--- src/rtl/qvel_pkg.sv ---
package qvel_pkg;
  typedef logic [1:0] ratio_t;

  // Steps per capture for a ratio code: 4^code.
  function automatic int unsigned ratio_steps(ratio_t code);
    return 32'd1 << (2 * code);
  endfunction

  // One legal quadrature step: exactly one phase moved.
  function automatic logic x4_step(logic a_old, logic b_old, logic a_new, logic b_new);
    return (a_old ^ a_new) ^ (b_old ^ b_new);
  endfunction
endpackage

--- src/rtl/qvel_x4_decode.sv ---
module qvel_x4_decode #(
  parameter int SYNC_STAGES = 2
) (
  input  logic clk,
  input  logic rst_n,
  input  logic phase_a_i,
  input  logic phase_b_i,
  output logic step_o
);
  import qvel_pkg::*;

  localparam int DEPTH = SYNC_STAGES + 1;

  logic [DEPTH-1:0] a_sh, b_sh;

  always_ff @(posedge clk or negedge rst_n) begin
    if (!rst_n) begin
      a_sh <= '0;
      b_sh <= '0;
    end else begin
      a_sh <= {a_sh[DEPTH-2:0], phase_a_i};
      b_sh <= {b_sh[DEPTH-2:0], phase_b_i};
    end
  end

  assign step_o = x4_step(a_sh[DEPTH-1], b_sh[DEPTH-1], a_sh[DEPTH-2], b_sh[DEPTH-2]);
endmodule

--- src/rtl/qvel_postscale.sv ---
module qvel_postscale #(
  parameter int RW = 2
) (
  input  logic          clk,
  input  logic          rst_n,
  input  logic          en_i,
  input  logic          step_i,
  input  logic          we_i,
  input  logic [RW-1:0] ratio_i,
  output logic [RW-1:0] ratio_o,
  output logic          stb_o
);
  import qvel_pkg::*;

  localparam int CW = 2 * ((1 << RW) - 1);

  logic [RW-1:0] ratio_q;
  logic [CW-1:0] cnt_q;
  logic [CW-1:0] limit;
  logic          wr_ok;

  assign limit = CW'(ratio_steps(ratio_t'(ratio_q)) - 1);
  assign wr_ok = en_i & we_i;
  assign stb_o = en_i & step_i & (cnt_q == limit);
  assign ratio_o = ratio_q;

  always_ff @(posedge clk or negedge rst_n) begin
    if (!rst_n)     ratio_q <= '0;
    else if (wr_ok) ratio_q <= ratio_i;
  end

  always_ff @(posedge clk or negedge rst_n) begin
    if (!rst_n)                cnt_q <= '0;
    else if (!en_i || wr_ok)   cnt_q <= '0;
    else if (stb_o)            cnt_q <= '0;
    else if (step_i)           cnt_q <= cnt_q + 1'b1;
  end

  AST_NO_STROBE_DISABLED: assert property (@(posedge clk) disable iff (!rst_n)
    !en_i |-> !stb_o);
  AST_CNT_IN_RANGE: assert property (@(posedge clk) disable iff (!rst_n)
    cnt_q <= limit);
  AST_RATIO_KEPT: assert property (@(posedge clk) disable iff (!rst_n)
    !en_i |=> $stable(ratio_q));
endmodule

--- src/rtl/qvel_period_timer.sv ---
module qvel_period_timer #(
  parameter int TW = 16
) (
  input  logic          clk,
  input  logic          rst_n,
  input  logic          en_i,
  input  logic          stb_i,
  input  logic          clr_on_cap_i,
  output logic [TW-1:0] timer_o,
  output logic [TW-1:0] vel_o
);
  localparam logic [TW-1:0] TMAX = '1;

  logic [TW-1:0] timer_q, vel_q;
  logic          clr_pend_q;

  always_ff @(posedge clk or negedge rst_n) begin
    if (!rst_n) begin
      timer_q    <= '0;
      vel_q      <= '0;
      clr_pend_q <= 1'b0;
    end else begin
      clr_pend_q <= stb_i & clr_on_cap_i;
      if (stb_i) vel_q <= timer_q;
      if (clr_pend_q)                  timer_q <= '0;
      else if (en_i && timer_q != TMAX) timer_q <= timer_q + 1'b1;
    end
  end

  assign timer_o = timer_q;
  assign vel_o   = vel_q;

  AST_VEL_LATCH: assert property (@(posedge clk) disable iff (!rst_n)
    stb_i |=> vel_q == $past(timer_q));
  AST_CLEAR_AFTER_CAP: assert property (@(posedge clk) disable iff (!rst_n)
    stb_i && clr_on_cap_i |=> ##1 timer_q == '0);
  AST_RUN_THROUGH_CAP: assert property (@(posedge clk) disable iff (!rst_n)
    stb_i && !clr_on_cap_i && en_i && !clr_pend_q && timer_q != TMAX
    |=> timer_q == TW'($past(timer_q) + 1'b1));
  AST_COUNT_STEP: assert property (@(posedge clk) disable iff (!rst_n)
    en_i && !clr_pend_q && timer_q != TMAX |=> timer_q == TW'($past(timer_q) + 1'b1));
  AST_NO_OVERFLOW: assert property (@(posedge clk) disable iff (!rst_n)
    timer_q == TMAX && !clr_pend_q |=> timer_q == TMAX);
endmodule

--- src/rtl/qvel_capture.sv ---
module qvel_capture #(
  parameter int TW          = 16,
  parameter int RW          = 2,
  parameter int SYNC_STAGES = 2
) (
  input  logic          clk,
  input  logic          rst_n,
  input  logic          phase_a_i,
  input  logic          phase_b_i,
  input  logic          vel_en_i,
  input  logic          ratio_we_i,
  input  logic [RW-1:0] ratio_i,
  input  logic          clr_on_cap_i,
  input  logic          irq_en_i,
  input  logic          irq_clr_i,
  output logic [TW-1:0] vel_o,
  output logic [TW-1:0] timer_o,
  output logic [RW-1:0] ratio_o,
  output logic          cap_flag_o,
  output logic          irq_o
);
  logic step_evt;
  logic cap_stb;
  logic cap_flag_q;

  qvel_x4_decode #(.SYNC_STAGES(SYNC_STAGES)) decode_i (
    .clk(clk), .rst_n(rst_n),
    .phase_a_i(phase_a_i), .phase_b_i(phase_b_i),
    .step_o(step_evt)
  );

  qvel_postscale #(.RW(RW)) post_i (
    .clk(clk), .rst_n(rst_n), .en_i(vel_en_i), .step_i(step_evt),
    .we_i(ratio_we_i), .ratio_i(ratio_i), .ratio_o(ratio_o), .stb_o(cap_stb)
  );

  qvel_period_timer #(.TW(TW)) timer_i (
    .clk(clk), .rst_n(rst_n), .en_i(vel_en_i), .stb_i(cap_stb),
    .clr_on_cap_i(clr_on_cap_i), .timer_o(timer_o), .vel_o(vel_o)
  );

  // Capture wins over a clear in the same cycle.
  always_ff @(posedge clk or negedge rst_n) begin
    if (!rst_n)         cap_flag_q <= 1'b0;
    else if (cap_stb)   cap_flag_q <= 1'b1;
    else if (irq_clr_i) cap_flag_q <= 1'b0;
  end

  assign cap_flag_o = cap_flag_q;
  assign irq_o      = cap_flag_q & irq_en_i;

  AST_FLAG_SET: assert property (@(posedge clk) disable iff (!rst_n)
    cap_stb |=> cap_flag_q);
  AST_FLAG_CLEAR: assert property (@(posedge clk) disable iff (!rst_n)
    irq_clr_i && !cap_stb |=> !cap_flag_q);
  AST_CAP_NEEDS_STEP: assert property (@(posedge clk) disable iff (!rst_n)
    cap_stb |-> step_evt && vel_en_i);
endmodule

--- config.mk ---
export PLATFORM = sky130hd
export DESIGN_NAME = qvel_capture
export DESIGN_NICKNAME = d
export VERILOG_FILES = /design/src/rtl/qvel_pkg.sv /design/src/rtl/qvel_x4_decode.sv /design/src/rtl/qvel_postscale.sv /design/src/rtl/qvel_period_timer.sv /design/src/rtl/qvel_capture.sv
export SDC_FILE = /design/constraint.sdc
export NUM_CORES = 1
export LEC_CHECK = 0
export ABC_AREA = 0
export BUFFER_PORTS_ARGS = -buffer_cell sky130_fd_sc_hd__buf_4
export CAP_MARGIN = 0
export CORE_AREA = 2 2 66 68
export CTS_CLUSTER_DIAMETER = 40
export DETAILED_ROUTE_END_ITERATION = 10
export DIE_AREA = 0 0 68 70
export HOLD_SLACK_MARGIN = 0.12
export PLACE_DENSITY_LB_ADDON = 0.3
export SLEW_MARGIN = 20
export SYNTH_ARGS = -nofsm -noshare
export SYNTH_HDL_FRONTEND = slang
export SYNTH_SLANG_ARGS = --single-unit
--- constraint.sdc ---
create_clock -name clk -period 5.36 [get_ports clk]
set_input_delay 0 -clock clk [delete_from_list [all_inputs] [get_ports clk]]
set_output_delay 0 -clock clk [all_outputs]
set_load 0.02 [all_outputs]
==> results of run 1 <==
[power by group through the flow]
stage / Sequential, mW / Clock, mW / Combinational [mW]
floorplan: 0.516 / 0 / 0.101
global placement: 0.471 / 0 / 0.250
detailed placement: 0.474 / 0 / 0.254
CTS: 0.467 / 0.225 / 0.263
global route: 0.476 / 0.242 / 0.279
finish: 0.466 / 0.216 / 0.260
[logic make-up after synthesis]
family                     Yosys count  synth area share
adders and majority gates            2            0.0111
xor gates and xnor gates             7            0.0272
AOI/OAI and AO/OA                   41             0.130
muxes                               19             0.111
and+or+nand+nor                     59             0.154
buffers and inverters               12            0.0344
DFF                                 48             0.533
[layout by cell type, fill, tap and decap left out, drive strengths merged, types with 7 or more instances in the layout]
cell type	n
dfrtp	48
buf	47
mux2	18
dlygate4sd3	12
a21oi	11
nand4	10
o21ai	9
nand2	9
or3	8
o31ai	7
a211oi	7
[registers in the layout, indices dropped and copies added (netlist names)]
name	cells
timer_i.timer_o	16
timer_i.clr_pend_q	1
decode_i.b_sh	3
decode_i.a_sh	3
post_i.cnt_q	6
timer_i.vel_o	16
post_i.ratio_o	2
cap_flag_o	1
[final cells by class]
| type | count | area [um^2] | area share |
|---|---|---|---|
| clock buffer | 6 | 82.6 | 0.0292 |
| clock inverter | 2 | 10.0 | 0.00354 |
| inverter | 4 | 15.0 | 0.00531 |
| multi-input combinational | 128 | 982 | 0.347 |
| sequential | 48 | 1200 | 0.425 |
| tap | 52 | 65.1 | 0.0230 |
| timing repair buffer | 59 | 473 | 0.167 |
[metal layers]
metal / GRT usage / up-vias / part of all wire
met1: 0.258 / 837 / 0.44
li1: - / 829 / -
met3: 0.0483 / 6 / 0.039
met5: 0 / - / 0
met2: 0.345 / 36 / 0.51
met4: 0.0533 / 0 / 0.012
[worst max path at each step]
| stage | startpoint | to | slack, ns | depth (start not counted) |
|---|---|---|---|---|
| 6_report | decode_i.b_sh[1] | timer_i.vel_o[12] | 2.93 | 5 |
| 2_1_floorplan | timer_i.timer_o[0] | timer_i.timer_o[9] | 3.42 | 6 |
| 3_5_place_dp | decode_i.b_sh[1] | timer_i.vel_o[12] | 2.90 | 5 |
| 4_1_cts | decode_i.b_sh[1] | timer_i.vel_o[12] | 2.89 | 5 |
| 5_1_grt | timer_i.timer_o[0] | timer_i.timer_o[3] | 2.69 | 5 |
| 3_3_place_gp | timer_i.timer_o[0] | timer_i.timer_o[3] | 2.84 | 5 |
[synth_stat cells (all sizes together)]
cell type and instances:
dfrtp 48, mux2 18, a21oi 11, nand4 10, nand2 9, o21ai 9, or3 8, a211oi 7
o31ai 7, buf 6, or4 6, xnor2 6, nor2 5, inv 4, nand3 4, nor3 4
and2 3, and3 3, and4 3, clkbuf 2, ha 2, o41ai 2, a2111oi 1, a21o 1
a31oi 1, a41oi 1, mux2i 1, nand2b 1, nand4b 1, nor3b 1, nor4 1, o211ai 1
xor2 1
[repair_timing]
item,in CTS,in global routing
hold buffers,12,0
endpoints found under the hold margin,56,0
buffers inserted,0,0
==> impl_metrics.tcl, run 1 <==
set metrics [dict create \
    die_area_um2 4760 \
    drc 0 \
    grt_max_degree 49 \
    ys.warnings.count 0 \
    timing.rr.start "decode_i.b_sh[1]" \
    crit_required_ns 5.54 \
    antenna_found_initial 0 \
    rr_worst_depth 5 \
    cts_sinks 48 \
    timing.final.ws_setup_ns 2.93 \
    vias_per_cell 5.71 \
    num_io_pins 47 \
    r2r_slack_ns 2.93 \
    cts_buffers 5 \
    crit_buf_inv 1 \
    fin_crit_sh 0.454 \
    cts.clk_slew.worst_paths_ns 0.08 \
    rsz0062_at_grt "false" \
    criticalPathCategory "flip-flop to flip-flop" \
    totalWireLength_mm 4.36 \
    instances_no_fill 299 \
    cpMostUsedCell "xnor2_1" \
    drv_slew 0 \
    die_width_um 68 \
    path_cells "xnor2_1, xnor2_1, a211oi_4, buf_4, mux2_2" \
    dpl.cell_count 279 \
    slowest_delay_ns 0.69 \
    setup_viol 0 \
    tightest_slew_ns 0.983 \
    grt_use_total 0.204 \
    start_util 0.544 \
    start_kind "flip-flop" \
    netlist_area_um2 2250 \
    layout-drive-gt1-share 0.320 \
    pre_cts_ws_ns 2.90 \
    ys_seq_elements 48 \
    wl_per_cell_um 14.6 \
    ant_nets 0 \
    p_sw_mw 0.303 \
    grt_overflow 0 \
    yosysTopAreaCellShare 0.533 \
    yosysSeqAreaShare 0.533 \
    grt_pass1_vias 1631 \
    min_path_type "primary input to asynchronous set/reset pin" \
    status "complete, no violations" \
    min_period_ns 2.43 \
    clock-root-buffer "clkbuf_8" \
    dp_hpwl_mm 3.04 \
    port-buffer-count 46 \
    switching_share 0.322 \
    fillers 310 \
    cts_tree "done" \
    drt-initial-drc-count 87 \
    grt_pass1_wl_mm 7.40 \
    clock_path_buffers 2 \
    yosysTopAreaCell "dfrtp_1" \
    dieHeight_um 70 \
    p_int_mw 0.639 \
    max-vdd-ir-drop_mv 0.180 \
    diodes 0 \
    endpoint_kind "flip-flop" \
    syn_inst 188 \
    p_leak_nw 1.27 \
    area_growth_syn_to_layout_pct 25.5 \
    hold_viol 0 \
    fin_util 0.683 \
    coreArea_um2 4140 \
    clk-insertion-delay-late_ns 0.30 \
    ctsHtreeMaxLevel 2 \
    tns_ns 0 \
    r2r-end "timer_i.vel_o[12]" \
    drtPass1Iterations 4 \
    dpl_cell_area_um2 2620 \
    placementRows 24 \
    p_seq_frac 0.494 \
    vias 1708 \
    cap_viol_max_count 0 \
    nets 259 \
    skew_ns 0.00702 \
    combPwrFrac 0.276 \
    cp_max_fo 14 \
    slew_headroom 0.340 \
    cts-resized-gates 0 \
    globalplace.congestion 0.771 \
    crit_path_top_delay_cell "a211oi_4" \
    synth.distinct_cells 42 \
    max_clock_freq_mhz 411 \
    syn_nets 201 \
    finalInstanceArea_um2 2830 \
    p_per_area_nw_per_um2 333 \
    synth_top_cells_by_area "dfrtp_1 (53%), mux2_4 (6.7%), mux2_2 (4.0%), nand4_1 (2.8%), a21oi_1 (2.4%)" \
    crit_family "compound AO/OA/AOI/OAI gates" \
    arrival_ns 2.61 \
    total_power_mw 0.942 \
    fin_hold_ws_ns 0.239 \
    postSynthAreaPerCell_um2 12.0 \
    clkPwrFrac 0.230 \
]
Power figures use the tool's default switching activity.
==> run 2: changes to the inputs <==
--- a/config.mk
+++ b/config.mk
@@ -5,13 +5,13 @@
 export SDC_FILE = /design/constraint.sdc
 export NUM_CORES = 1
 export LEC_CHECK = 0
-export ABC_AREA = 0
+export ABC_AREA = 1
 export BUFFER_PORTS_ARGS = -buffer_cell sky130_fd_sc_hd__buf_4
 export CAP_MARGIN = 0
-export CORE_AREA = 2 2 66 68
+export CORE_AREA = 2 2 70 72
 export CTS_CLUSTER_DIAMETER = 40
 export DETAILED_ROUTE_END_ITERATION = 10
-export DIE_AREA = 0 0 68 70
+export DIE_AREA = 0 0 72 74
 export HOLD_SLACK_MARGIN = 0.12
 export PLACE_DENSITY_LB_ADDON = 0.3
 export SLEW_MARGIN = 20
==> constraint.sdc (replaced) <==
create_clock -name clk -period 2.3 [get_ports clk]
set_input_delay 0 -clock clk [delete_from_list [all_inputs] [get_ports clk]]
set_output_delay 0 -clock clk [all_outputs]
set_load 0.02 [all_outputs]
==> impl_metrics.tcl, run 2 <==
set metrics [dict create \
    status "complete, no violations" \
    coreArea_um2 4600 \
    arrival_ns 2.10 \
    syn_nets 326 \
    met3_usage 0.0447 \
    cts_buffers 5 \
    port-buffer-count 46 \
    die_width_um 72 \
    area_growth_syn_to_layout_pct 25.1 \
    crit_required_ns 2.53 \
    async_flop_share 1.00 \
    synth.distinct_cells 26 \
    fin_crit_sh 0.811 \
    use_met2 0.373 \
    clock_path_buffers 2 \
    cap_viol_max_count 0 \
    timing.final.ws_setup_ns 0.434 \
    cts_sinks 48 \
    num_io_pins 47 \
    synth_common_cells "nand2_1 (108), dfrtp_1 (48), inv_1 (33)" \
    vias_per_cell 5.26 \
    cts-resized-gates 0 \
    postSynthAreaPerCell_um2 7.85 \
    tightest_slew_ns 0.606 \
    clk-insertion-delay-late_ns 0.29 \
    ant_nets 0 \
    skew_ns 0.00547 \
    pre_cts_ws_ns 0.593 \
    vias 2247 \
    drtPass1Iterations 4 \
    synth-edff-count 0 \
    start_kind "primary input" \
    endpoint_kind "flip-flop" \
    ys.warnings.count 0 \
    grt_pass1_vias 2086 \
    synth-main-ff-cell "dfrtp_1" \
    wl_per_cell_um 12.9 \
    ys_seq_elements 48 \
    cp_max_fo 5 \
    p_leak_nw 1.52 \
    netlist_area_um2 2460 \
    dp_hpwl_mm 3.82 \
    fin_hold_ws_ns 0.242 \
    diodes 0 \
    criticalPathCategory "primary input to flip-flop" \
    grt_pass1_wl_mm 9.53 \
    setup_viol 0 \
    p_per_area_nw_per_um2 739 \
    synth_top_cells_by_area "dfrtp_1 (49%), nand2_1 (16%), inv_1 (5.0%), nand4_1 (4.6%), nor2_1 (4.0%)" \
    busiest_layer "met2" \
    ctsHtreeMaxLevel 2 \
    min_path_type "primary input to asynchronous set/reset pin" \
    yosysTopAreaCellShare 0.489 \
    drc 0 \
    nets 386 \
    syn_inst 313 \
    grtUsageMet1 0.313 \
    dieHeight_um 74 \
    clock-root-buffer "clkbuf_8" \
    start_util 0.534 \
    cts_tree "done" \
    max-vdd-ir-drop_mv 0.510 \
    rsz0062_at_grt "false" \
    yosysTopAreaCell "dfrtp_1" \
    grt_overflow 0 \
    tns_ns 0 \
    grt_use_total 0.228 \
    totalWireLength_mm 5.52 \
    layout_commonest_cell "nand2_1" \
    max_clock_freq_mhz 536 \
    grt_max_degree 49 \
    drt-initial-drc-count 139 \
    slew_headroom 0.596 \
    min_period_ns 1.87 \
    layout-drive-gt1-share 0.201 \
    rr_worst_depth 8 \
    synth.most_common_cell "nand2_1" \
    placementRows 25 \
    hold_viol 0 \
    die_area_um2 5330 \
    globalplace.congestion 0.873 \
    drv_slew 0 \
    most-common-layout-cells "nand2_1 (108), dfrtp_1 (48), buf_4 (46)" \
    yosysSeqAreaShare 0.489 \
    antenna_found_initial 0 \
    cts.clk_slew.worst_paths_ns 0.09 \
]
-- run 2: report_power, final --
group / total [mW] / internal (mW) / leakage (nW) / switching [mW]
clock network: 0.699 / 0.428 / 0.0642 / 0.272
registers: 1.04 / 0.931 / 0.637 / 0.106
logic: 0.536 / 0.224 / 0.822 / 0.312
total: 2.27 / 1.58 / 1.52 / 0.689
-- run 2: cell families after synthesis --
group,synth area share
xor+xnor,0.0107
mux,0.00458
compound gates,0.0881
simple gates,0.319
flops,0.489
buf+inv,0.0784
fa+ha+maj,0.0102
-- run 2: layer usage --
layer  vias to the layer above  routed length (um)
met5                         -                   0
met1                      1056                2580
li1                       1128                   -
met2                        61                2620
met3                         2                 276
met4                         0                  35
-- run 2: worst paths after layout --
kind,from,to,slack [ns]
worst max-delay path,vel_en_i,post_i.ratio_o[1],0.43
worst min-delay path,rst_n,post_i.cnt_q[5],0.24
worst max register to register,timer_i.timer_o[0],timer_i.timer_o[5],0.56
worst min register to register,decode_i.b_sh[0],decode_i.b_sh[1],0.35
max in group asynchronous,rst_n,timer_i.timer_o[7],1.63
min in group clk,irq_en_i,irq_o,0.28
-- run 2: cell type report --
type	instances	area [um^2]
fill	378	1520
sequential	48	1200
multi-input combinational	222	1060
timing repair buffer	58	465
inverter	38	148
clock buffer	5	68.8
tap	54	67.6
clock inverter	2	60.1
-- run 2: repair_timing --
action,CTS,global route
endpoints found under the hold margin,62,0
buffers inserted,0,0
hold buffers,12,0
-- run 2: critical path, cell delays in order --
cell	delay (ns)
dlygate4sd3_1	0.54
buf_4	0.16
nand2_1	0.10
nor2_1	0.05
dlygate4sd3_1	0.55
a21oi_1	0.13
dlygate4sd3_1	0.57
-- run 2: through the flow --
stage	power (mW)	cells	instance area (um^2)	util
3_3_place_gp	1.56	408	2830	0.614
4_1_cts	2.29	427	3070	0.669
5_1_grt	2.40	427	3070	0.669
3_5_place_dp	1.57	408	2830	0.614
6_report	2.27	427	3070	0.669
2_1_floorplan	1.34	313	2460	-
==> run 3: changes to the inputs <==
==> constraint.sdc (replaced) <==
create_clock -name clk -period 1.9 [get_ports clk]
set_input_delay 0 -clock clk [delete_from_list [all_inputs] [get_ports clk]]
set_output_delay 0 -clock clk [all_outputs]
set_load 0.02 [all_outputs]
==> impl_metrics.tcl, run 3 (synthesis gave the netlist of run 2 again) <==
set metrics [dict create \
    antenna_found_initial 0 \
    p_seq_frac 0.489 \
    cts_tree "done" \
    cp_max_fo 5 \
    dp_hpwl_mm 3.81 \
    fillers 398 \
    ant_nets 0 \
    setup_viol 0 \
    globalplace.congestion 0.879 \
    clock_path_buffers 2 \
    layout_commonest_cell "nand2_1" \
    min_path_type "primary input to asynchronous set/reset pin" \
    fin_crit_sh 0.938 \
    vias 2212 \
    dieHeight_um 74 \
    grt_pass1_vias 2094 \
    most-common-layout-cells "nand2_1 (107), dfrtp_1 (48), buf_4 (47)" \
    p_per_area_nw_per_um2 834 \
    criticalPathCategory "primary input to flip-flop" \
    totalWireLength_mm 5.56 \
    area_growth_syn_to_layout_pct 24.9 \
    diodes 0 \
    tightest_slew_ns 0.604 \
    skew_ns 0.00520 \
    crit_required_ns 2.15 \
    clkPwrFrac 0.253 \
    grt_pass1_wl_mm 9.27 \
    cap_viol_max_count 0 \
    switching_share 0.337 \
    slew_headroom 0.597 \
    die_area_um2 5330 \
    p_int_mw 1.70 \
    placementRows 25 \
    cts_sinks 48 \
    start_kind "primary input" \
    coreArea_um2 4600 \
    max-vdd-ir-drop_mv 0.592 \
    grt_use_total 0.220 \
    timing.final.ws_setup_ns 0.117 \
    start_util 0.534 \
    cts_buffers 5 \
    die_width_um 72 \
    clock-root-buffer "clkbuf_8" \
    min_period_ns 1.78 \
    vias_per_cell 5.14 \
    p_sw_mw 0.864 \
    layout-drive-gt1-share 0.210 \
    combPwrFrac 0.257 \
    cts.clk_slew.worst_paths_ns 0.09 \
    arrival_ns 2.03 \
    port-buffer-count 46 \
    grt_overflow 0 \
    drtPass1Iterations 4 \
    num_io_pins 47 \
    clk-insertion-delay-late_ns 0.31 \
    rsz0062_at_grt "false" \
    hold_viol 0 \
    grt_max_degree 49 \
    nets 388 \
    status "complete, no violations" \
    drc 0 \
    ctsHtreeMaxLevel 2 \
    max_clock_freq_mhz 561 \
    wl_per_cell_um 12.9 \
    drv_slew 0 \
    pre_cts_ws_ns 0.188 \
    tns_ns 0 \
    endpoint_kind "flip-flop" \
    p_leak_nw 1.51 \
    drt-initial-drc-count 177 \
]
run 3: final cells by class:
cell class,instances,area [um^2],share of cell area
inverter,38,148,0.0481
clock buffer,6,82.6,0.0269
tap,54,67.6,0.0220
timing repair buffer,59,473,0.154
clock inverter,2,15.0,0.00489
multi-input combinational,223,1080,0.353
sequential,48,1200,0.391
run 3: final timing paths:
path / from / to / slack, ns / cells past startpoint
setup reg to reg: timer_i.timer_o[1] / timer_i.timer_o[1] / 0.18 / 9
hold / removal: rst_n / post_i.cnt_q[5] / 0.22 / 2
max in group asynchronous: rst_n / timer_i.timer_o[15] / 1.25 / 2
hold reg to reg: decode_i.b_sh[0] / decode_i.b_sh[1] / 0.36 / 0
setup / recovery: vel_en_i / post_i.ratio_o[1] / 0.12 / 7
min in group clk: irq_en_i / irq_o / 0.28 / 4
run 3: power by group through the flow:
stage | Clock (mW) | Combinational [mW] | Sequential [mW]
2_1_floorplan | 0 | 0.262 | 1.37
3_3_place_gp | 0 | 0.623 | 1.27
3_5_place_dp | 0 | 0.633 | 1.27
4_1_cts | 0.661 | 0.658 | 1.25
5_1_grt | 0.701 | 0.726 | 1.27
6_report | 0.649 | 0.659 | 1.25
run 3: per-stage QoR:
stage               instance area [um^2]  hold WS, ns   util  std cells  power (mW)
floorplan                           2460       -0.296      -        313        1.63
global placement                    2830       0.0503  0.616        409        1.89
detailed placement                  2830       0.0550  0.616        409        1.90
CTS                                 3050        0.265  0.663        429        2.57
global route                        3070        0.294  0.668        430        2.69
finish                              3070        0.223  0.668        430        2.56
run 3: repair_timing:
action / CTS / global route
setup endpoints to repair: 0 / 3
endpoints found under the hold margin: 62 / 0
resized for setup: 0 / 2
setup buffers: 0 / 0
hold buffers: 12 / 0
run 3: critical path, cell delays in order:
cell and delay (ns):
dlygate4sd3_1 0.54, buf_4 0.16, nand2_2 0.08, nor2_1 0.04, dlygate4sd3_1 0.55, a21oi_1 0.11, dlygate4sd3_1 0.56
run 3: metal layers:
layer	part of all wire	vias to the layer above	track usage
li1	-	1129	-
met1	0.48	1021	0.313
met2	0.46	55	0.341
met3	0.049	7	0.0474
met4	0.012	0	0.0734
met5	0	-	0
